### config.mk
export PLATFORM = sky130hd
export DESIGN_NAME = mbw_gen
export DESIGN_NICKNAME = d
export VERILOG_FILES = /design/src/rtl/mbw_pkg.sv /design/src/rtl/mbw_lfsr.sv /design/src/rtl/mbw_cfg.sv /design/src/rtl/mbw_gen.sv
export SDC_FILE = /design/constraint.sdc
export NUM_CORES = 1
export LEC_CHECK = 0
export ABC_AREA = 1
export BUFFER_PORTS_ARGS = -buffer_cell sky130_fd_sc_hd__buf_4
export CORE_MARGIN = 8
export CORE_UTILIZATION = 60
export DETAILED_ROUTE_END_ITERATION = 6
export PLACE_DENSITY = 0.83
export SYNTH_ARGS = -nofsm -noshare
export SYNTH_HDL_FRONTEND = slang
export SYNTH_SLANG_ARGS = --single-unit
### constraint.sdc
create_clock -name clk -period 4.1 [get_ports clk]
set_clock_uncertainty 0.05 [all_clocks]
set_input_delay 0.41 -clock clk [delete_from_list [all_inputs] [get_ports clk]]
set_output_delay 0.41 -clock clk [all_outputs]
set_load 0.01 [all_outputs]
### src/rtl/mbw_pkg.sv
package mbw_pkg;
    typedef enum logic [1:0] {
        ST_IDLE = 2'd0,
        ST_XFER = 2'd1,
        ST_DONE = 2'd2
    } mbw_state_e;

    localparam int unsigned SCR_W    = 23;
    localparam int unsigned SCR_TAP_A = 22;
    localparam int unsigned SCR_TAP_B = 17;
    localparam logic [SCR_W-1:0] SCR_SEED = 23'd1;
endpackage

### src/rtl/mbw_lfsr.sv
module mbw_lfsr
    import mbw_pkg::*;
(
    input  logic             clk,
    input  logic             rst_n,
    input  logic             step,
    output logic [SCR_W-1:0] state
);
    logic fb;

    assign fb = state[SCR_TAP_A] ^ state[SCR_TAP_B];

    always_ff @(posedge clk or negedge rst_n) begin
        if (!rst_n)
            state <= SCR_SEED;
        else if (step)
            state <= {state[SCR_W-2:0], fb};
    end
endmodule

### src/rtl/mbw_cfg.sv
module mbw_cfg #(
    parameter int unsigned DATA_W = 32,
    parameter int unsigned CFG_W  = 32,
    parameter int unsigned ADDR_W = 32
) (
    input  logic [CFG_W-1:0]  base_bytes,
    input  logic [CFG_W-1:0]  end_bytes,
    input  logic [CFG_W-1:0]  len_bytes,
    output logic [ADDR_W-1:0] base_w,
    output logic [ADDR_W-1:0] mask_w,
    output logic [CFG_W-1:0]  count_w
);
    localparam int unsigned BYTES = DATA_W / 8;
    localparam int unsigned SH    = $clog2(BYTES);

    logic [CFG_W-1:0] span_b;
    logic [CFG_W-1:0] span_w;

    always_comb begin
        span_b  = end_bytes - base_bytes;
        span_w  = span_b >> SH;
        base_w  = ADDR_W'(base_bytes >> SH);
        mask_w  = ADDR_W'(span_w - CFG_W'(1));
        count_w = len_bytes >> SH;
    end
endmodule

### src/rtl/mbw_gen.sv
module mbw_gen
    import mbw_pkg::*;
#(
    parameter int unsigned DATA_W = 32,
    parameter int unsigned CFG_W  = 32,
    parameter int unsigned ADDR_W = 32
) (
    input  logic              clk,
    input  logic              rst_n,
    input  logic              start,
    input  logic [CFG_W-1:0]  base_bytes,
    input  logic [CFG_W-1:0]  end_bytes,
    input  logic [CFG_W-1:0]  len_bytes,
    input  logic              rnd_addr,
    input  logic              rnd_data,
    output logic              done,
    output logic              cmd_valid,
    input  logic              cmd_ready,
    output logic              cmd_we,
    output logic [ADDR_W-1:0] cmd_addr,
    output logic              wd_valid,
    input  logic              wd_ready,
    output logic [DATA_W-1:0] wd_data
);
    mbw_state_e state_q, state_d;

    logic [ADDR_W-1:0] cfg_base, cfg_mask;
    logic [CFG_W-1:0]  cfg_count;
    logic [ADDR_W-1:0] base_q, mask_q;
    logic [CFG_W-1:0]  cnt_q, idx_q;
    logic              ra_q, rd_q;
    logic              cmd_ok_q, dat_ok_q;
    logic              cmd_fire, dat_fire, xfer_end, last_xfer, launch;
    logic [SCR_W-1:0]  scr;
    logic [ADDR_W-1:0] offset;

    mbw_cfg #(.DATA_W(DATA_W), .CFG_W(CFG_W), .ADDR_W(ADDR_W)) u_cfg (
        .base_bytes (base_bytes),
        .end_bytes  (end_bytes),
        .len_bytes  (len_bytes),
        .base_w     (cfg_base),
        .mask_w     (cfg_mask),
        .count_w    (cfg_count)
    );

    mbw_lfsr u_scr (
        .clk   (clk),
        .rst_n (rst_n),
        .step  (xfer_end),
        .state (scr)
    );

    assign cmd_fire  = cmd_valid & cmd_ready;
    assign dat_fire  = wd_valid & wd_ready;
    assign xfer_end  = (state_q == ST_XFER) & (cmd_ok_q | cmd_fire) & (dat_ok_q | dat_fire);
    assign last_xfer = (idx_q + CFG_W'(1)) == cnt_q;
    assign launch    = start & (state_q != ST_XFER);

    // next-state logic
    always_comb begin
        state_d = state_q;
        unique case (state_q)
            ST_IDLE, ST_DONE: if (start) state_d = (cfg_count == '0) ? ST_DONE : ST_XFER;
            ST_XFER:          if (xfer_end && last_xfer) state_d = ST_DONE;
            default:          state_d = ST_IDLE;
        endcase
    end

    // state register
    always_ff @(posedge clk or negedge rst_n) begin
        if (!rst_n) state_q <= ST_IDLE;
        else        state_q <= state_d;
    end

    // run datapath
    always_ff @(posedge clk or negedge rst_n) begin
        if (!rst_n) begin
            base_q   <= '0;
            mask_q   <= '0;
            cnt_q    <= '0;
            idx_q    <= '0;
            ra_q     <= 1'b0;
            rd_q     <= 1'b0;
            cmd_ok_q <= 1'b0;
            dat_ok_q <= 1'b0;
        end else if (launch) begin
            base_q   <= cfg_base;
            mask_q   <= cfg_mask;
            cnt_q    <= cfg_count;
            idx_q    <= '0;
            ra_q     <= rnd_addr;
            rd_q     <= rnd_data;
            cmd_ok_q <= 1'b0;
            dat_ok_q <= 1'b0;
        end else if (xfer_end) begin
            idx_q    <= idx_q + CFG_W'(1);
            cmd_ok_q <= 1'b0;
            dat_ok_q <= 1'b0;
        end else begin
            if (cmd_fire) cmd_ok_q <= 1'b1;
            if (dat_fire) dat_ok_q <= 1'b1;
        end
    end

    // outputs
    always_comb begin
        done      = 1'b1;
        cmd_valid = 1'b0;
        wd_valid  = 1'b0;
        cmd_we    = 1'b1;
        offset    = ra_q ? ADDR_W'(scr) : ADDR_W'(idx_q);
        cmd_addr  = base_q + (offset & mask_q);
        wd_data   = rd_q ? DATA_W'(scr) : DATA_W'(idx_q);
        unique case (state_q)
            ST_IDLE, ST_DONE: done = 1'b1;
            ST_XFER: begin
                done      = 1'b0;
                cmd_valid = ~cmd_ok_q;
                wd_valid  = ~dat_ok_q;
            end
            default: done = 1'b1;
        endcase
    end
endmodule

==> report_table.html <==
<table>
<tr><th>Metric</th><th>Value</th></tr>
<tr><th colspan="2">Power and ir drop</th></tr>
<tr><td>P_int</td><td>4.73 mW</td></tr>
<tr><td>Maximum ir drop on the vdd rail</td><td>0.340 mV</td></tr>
<tr><td>Total net switching power</td><td>4.19 mW</td></tr>
<tr><td>Total power density per cell area</td><td>593 mW/mm^2</td></tr>
<tr><td>Sequential share of power</td><td>29.0%</td></tr>
<tr><td>Switching share of power</td><td>47.0%</td></tr>
<tr><td>Combinational fraction of design power</td><td>53.1%</td></tr>
<tr><td>Leakage power total</td><td>8.13 nW</td></tr>
<tr><td>Share of total power in the clock network</td><td>17.8%</td></tr>
<tr><th colspan="2">Timing</th></tr>
<tr><td>Slew headroom</td><td>24.6%</td></tr>
<tr><td>Least-Margin Pin Slew</td><td>1.13 ns</td></tr>
<tr><td>Tcrit/Tclk final</td><td>96.4%</td></tr>
<tr><td>Hold violation count in the final report</td><td>0</td></tr>
<tr><td>Post-layout minimum cycle time</td><td>3.95 ns</td></tr>
<tr><td>Final number of max-transition violations</td><td>0</td></tr>
<tr><td>FMAX</td><td>253 MHz</td></tr>
<tr><td>Final setup violating endpoints</td><td>0</td></tr>
<tr><th colspan="2">Setup path</th></tr>
<tr><td>Setup CP Type</td><td>reg -&gt; out</td></tr>
<tr><td>Worst setup path end</td><td>cmd_addr[20]</td></tr>
<tr><td>Largest fanout on the critical path</td><td>3</td></tr>
<tr><td>Destination of the worst register-to-register timing path</td><td>state_q[1]</td></tr>
<tr><td>Crit Reg-Reg Startpoint</td><td>idx_q[0]</td></tr>
<tr><td>Crit. End Element</td><td>primary output</td></tr>
<tr><td>Register-to-register setup slack</td><td>1.02 ns</td></tr>
<tr><td>Required time worst endpoint</td><td>3.64 ns</td></tr>
<tr><td>Count of cells along the worst register-to-register path</td><td>16</td></tr>
<tr><td>Crit path launch type</td><td>flop</td></tr>
<tr><td>Data arrival time of the critical path</td><td>3.49 ns</td></tr>
<tr><td>Worst setup startpoint</td><td>u_scr.state[0]</td></tr>
<tr><th colspan="2">Logic synthesis</th></tr>
<tr><td>Synthesized flop and latch total</td><td>152</td></tr>
<tr><td>Yosys warning count</td><td>0</td></tr>
<tr><td>Number of instances in the synthesized netlist</td><td>2050</td></tr>
<tr><td>Number of flops mapped to enable cells by yosys</td><td>0</td></tr>
<tr><td>Syn Nets</td><td>2216</td></tr>
<tr><td>Area of the mapped netlist</td><td>0.0129 mm^2</td></tr>
<tr><td>Portion of the post-synthesis area used by sequential elements</td><td>29.5%</td></tr>
<tr><td>Fraction of registers with async set or reset after synthesis</td><td>100%</td></tr>
<tr><td>Number of distinct library cells after synthesis</td><td>48</td></tr>
<tr><td>Main flop type after synthesis</td><td>dfrtp_1</td></tr>
<tr><td>Mean post-synth cell area</td><td>6.29 um^2</td></tr>
<tr><th colspan="2">Placed design</th></tr>
<tr><td>Number of input and output port buffers inserted</td><td>167</td></tr>
<tr><td>Detailed placer's ending HPWL</td><td>34300 um</td></tr>
<tr><td>Placer congestion estimate</td><td>0.972</td></tr>
<tr><td>Post-placement cell count</td><td>2455</td></tr>
<tr><th colspan="2">Drt</th></tr>
<tr><td>Number of antenna-violating nets in the routed design</td><td>0</td></tr>
<tr><td>TritonRoute pass-1 iters</td><td>6</td></tr>
<tr><td>Total vias in the final route</td><td>13.9k</td></tr>
<tr><td>Number of DRC violations after detailed-routing iteration 0</td><td>1206</td></tr>
<tr><td>Detailed-route DRC error count</td><td>0</td></tr>
<tr><td>Per-cell routed wire length</td><td>17.4 um</td></tr>
<tr><td>Final wirelength</td><td>43200 um</td></tr>
<tr><td>Routed via count divided by cell count</td><td>5.59</td></tr>
<tr><th colspan="2">Floorplan</th></tr>
<tr><td>IO Pins</td><td>171</td></tr>
<tr><td>Cell Rows</td><td>53</td></tr>
<tr><td>Effective utilization at floorplan</td><td>61.1%</td></tr>
<tr><td>Vertical extent of the die</td><td>163 um</td></tr>
<tr><td>Total Die Area</td><td>0.0264 mm^2</td></tr>
<tr><td>Die width</td><td>163 um</td></tr>
<tr><td>Std-Cell Core Area</td><td>0.0211 mm^2</td></tr>
<tr><th colspan="2">Layout</th></tr>
<tr><td>Most frequent standard cell in the layout excluding fill and tap cells</td><td>nand2_1</td></tr>
<tr><td>Proportion of layout cells with a drive suffix above 1</td><td>13.3%</td></tr>
<tr><td>Multi-input gate area in the final layout</td><td>0.00768 mm^2</td></tr>
<tr><td>Top library cells by usage in the layout, fill and taps aside</td><td>nand2_1 (685), inv_1 (324), buf_4 (175)</td></tr>
<tr><td>Final Core Density</td><td>71.3%</td></tr>
<tr><td>Storage element area</td><td>0.00380 mm^2</td></tr>
<tr><td>Total inserted antenna cells</td><td>0</td></tr>
<tr><td>Number of standard cells in the layout, taps in and fillers out</td><td>2490</td></tr>
<tr><td>Final nets</td><td>2368</td></tr>
<tr><td>Fill cell count</td><td>1825</td></tr>
<tr><td>Area added between synthesis and finish</td><td>16.7%</td></tr>
<tr><th colspan="2">CTS</th></tr>
<tr><td>Sinks on Clock Net</td><td>152</td></tr>
<tr><td>Htree depth</td><td>4</td></tr>
<tr><td>Inserted Clock Buffers</td><td>17</td></tr>
<tr><td>Source-to-sink clock delay at the later pin of the worst-skew pair</td><td>0.43 ns</td></tr>
<tr><td>Clock-pin slew of the registers on the worst-case setup and hold paths</td><td>0.07 ns</td></tr>
<tr><td>Deepest clock path buffer count</td><td>2</td></tr>
<tr><td>CTS tree</td><td>yes</td></tr>
<tr><td>Root buffer cell</td><td>clkbuf_16</td></tr>
<tr><th colspan="2">GRT</th></tr>
<tr><td>Via count of the first global-routing pass</td><td>13.7k</td></tr>
<tr><td>Initial antenna violation count</td><td>0</td></tr>
<tr><td>Total routing resource utilization after global routing</td><td>32.3%</td></tr>
<tr><td>Pin count of the biggest net entering global routing</td><td>95</td></tr>
<tr><td>Grt total ovfl</td><td>0</td></tr>
<tr><td>Global-route wire length before repair</td><td>68200 um</td></tr>
<tr><th colspan="2">Run</th></tr>
<tr><td>Max cap viols</td><td>0</td></tr>
<tr><th colspan="2">Run status</th></tr>
<tr><td>Result of the run</td><td>finished, final reports clean</td></tr>
<tr><th colspan="2">Hold path</th></tr>
<tr><td>Path type of the worst min-delay path</td><td>in -&gt; async</td></tr>
</table>
==> cell families (layout without fill, tap and decap cells) <==
family	count (synthesis)	count (layout)	share of synthesized area, %
AND/OR/NAND/NOR	1088	1088	36.1
AO/OA/AOI/OAI	311	311	12.9
adder cells (fa/ha/maj)	63	63	6.17
other	1	1	0.0291
XOR/XNOR	54	54	3.88
buffers and inverters	381	546	11.4
flip-flops	152	152	29.5
==> routing by layer <==
| metal | track usage, % | vias up | part of all wire (%) |
|---|---|---|---|
| met2 | 56.9 | 571 | 49 |
| met3 | 3.82 | 119 | 6.1 |
| met5 | 0 | - | 0 |
| met4 | 16.4 | 0 | 4.9 |
| met1 | 38.4 | 6403 | 40 |
| li1 | - | 6825 | - |
==> power groups by stage <==
stage	Sequential, mW	Clock, mW	Combinational (mW)
6_report	2.59	1.59	4.74
3_5_place_dp	2.56	0	4.54
4_1_cts	2.56	1.58	4.59
3_3_place_gp	2.54	0	4.40
5_1_grt	2.64	1.65	5.21
2_1_floorplan	2.35	0	2.98
==> state kept, by name, indices dropped and copies added (netlist names) <==
name	count
base_q	30
cmd_ok_q	1
cnt_q	30
dat_ok_q	1
idx_q	32
mask_q	31
ra_q	1
rd_q	1
state_q	2
u_scr.state	23
==> area by class of cell <==
type                            instances  area share [%]
Multi-Input combinational cell       1517            51.0
Sequential cell                       152            25.3
Timing Repair Buffer                  179            9.15
Inverter                              335            8.36
Clock buffer                           17            2.83
Tap cell                              275            2.29
Clock inverter                         15            1.05
==> what timing repair did <==
| item | in CTS | in global routing |
|---|---|---|
| gates resized for setup | 4 | 14 |
| hold buffers | 0 | 0 |
| pin swaps | 0 | 2 |
| buffers inserted | 0 | 3 |
| setup endpoints to repair | 4 | 13 |
==> critical path, cell delays in order (launching register included) <==
cell,delay (ns)
dfstp_2,0.55
inv_1,0.06
a21oi_1,0.17
ha_1,0.19
inv_1,0.05
fa_1,0.41
o21ai_2,0.20
nand2_1,0.07
nand3_1,0.15
nand3_1,0.12
nand2_2,0.12
a21boi_1,0.12
o21ai_2,0.22
nand2_1,0.13
nand2_1,0.09
xor2_1,0.23
buf_4,0.17
==> how the worst min path moves through the flow <==
stage,startpoint,to,slack [ns],cells after the start
3_5_place_dp,mask_q[29],mask_q[29],0.42,2
6_report,rst_n,dat_ok_q,0.0005,1
2_1_floorplan,rst_n,base_q[0],0.06,0
5_1_grt,rst_n,dat_ok_q,0.09,1
4_1_cts,rst_n,cnt_q[1],0.05,1
3_3_place_gp,state_q[1],state_q[1],0.41,2
==> synthesized netlist by cell type, types with 2 or more instances <==
cell type	instances	area (um^2)
xnor2_1	11	96.3
o22ai_1	30	188
nor3_4	2	32.5
xnor3_1	2	45.0
o21ai_0	157	786
ha_1	62	776
inv_2	9	33.8
o21ai_1	6	30.0
nor3_1	27	135
nor2_4	6	67.6
and2_1	4	25.0
nand2_2	25	156
nand2_1	688	2580
buf_2	6	30.0
nor4_1	7	43.8
buf_6	2	22.5
dfrtp_1	151	3780
nand3_4	2	35.0
nand3_1	119	596
o21bai_1	6	45.0
nand3_2	7	70.1
clkbuf_1	33	124
a221oi_1	2	17.5
nand4_1	30	188
a21oi_1	85	425
xor2_1	41	359
a31oi_1	12	75.1
inv_1	325	1220
nor2_1	149	559
buf_4	4	30.0
nor2_2	12	75.1
a21o_1	5	37.5
nand3b_1	4	30.0
or2_2	2	12.5
o21a_1	4	30.0
==> per-stage QoR <==
stage	hold slack (ns)	TNS (ns)	power [mW]	worst slack (ns)	cell area [um^2]
final	0.000485	0	8.92	0.147	15000
after floorplan	0.0644	0	5.34	0.656	12900
after CTS	0.0506	0	8.73	0.0524	15000
after global routing	0.0889	-0.147	9.49	-0.0820	15000
after global placement	0.405	0	6.95	0.503	14400
after detailed placement	0.417	0	7.10	0.333	14400
Power figures use the tool's default switching activity.
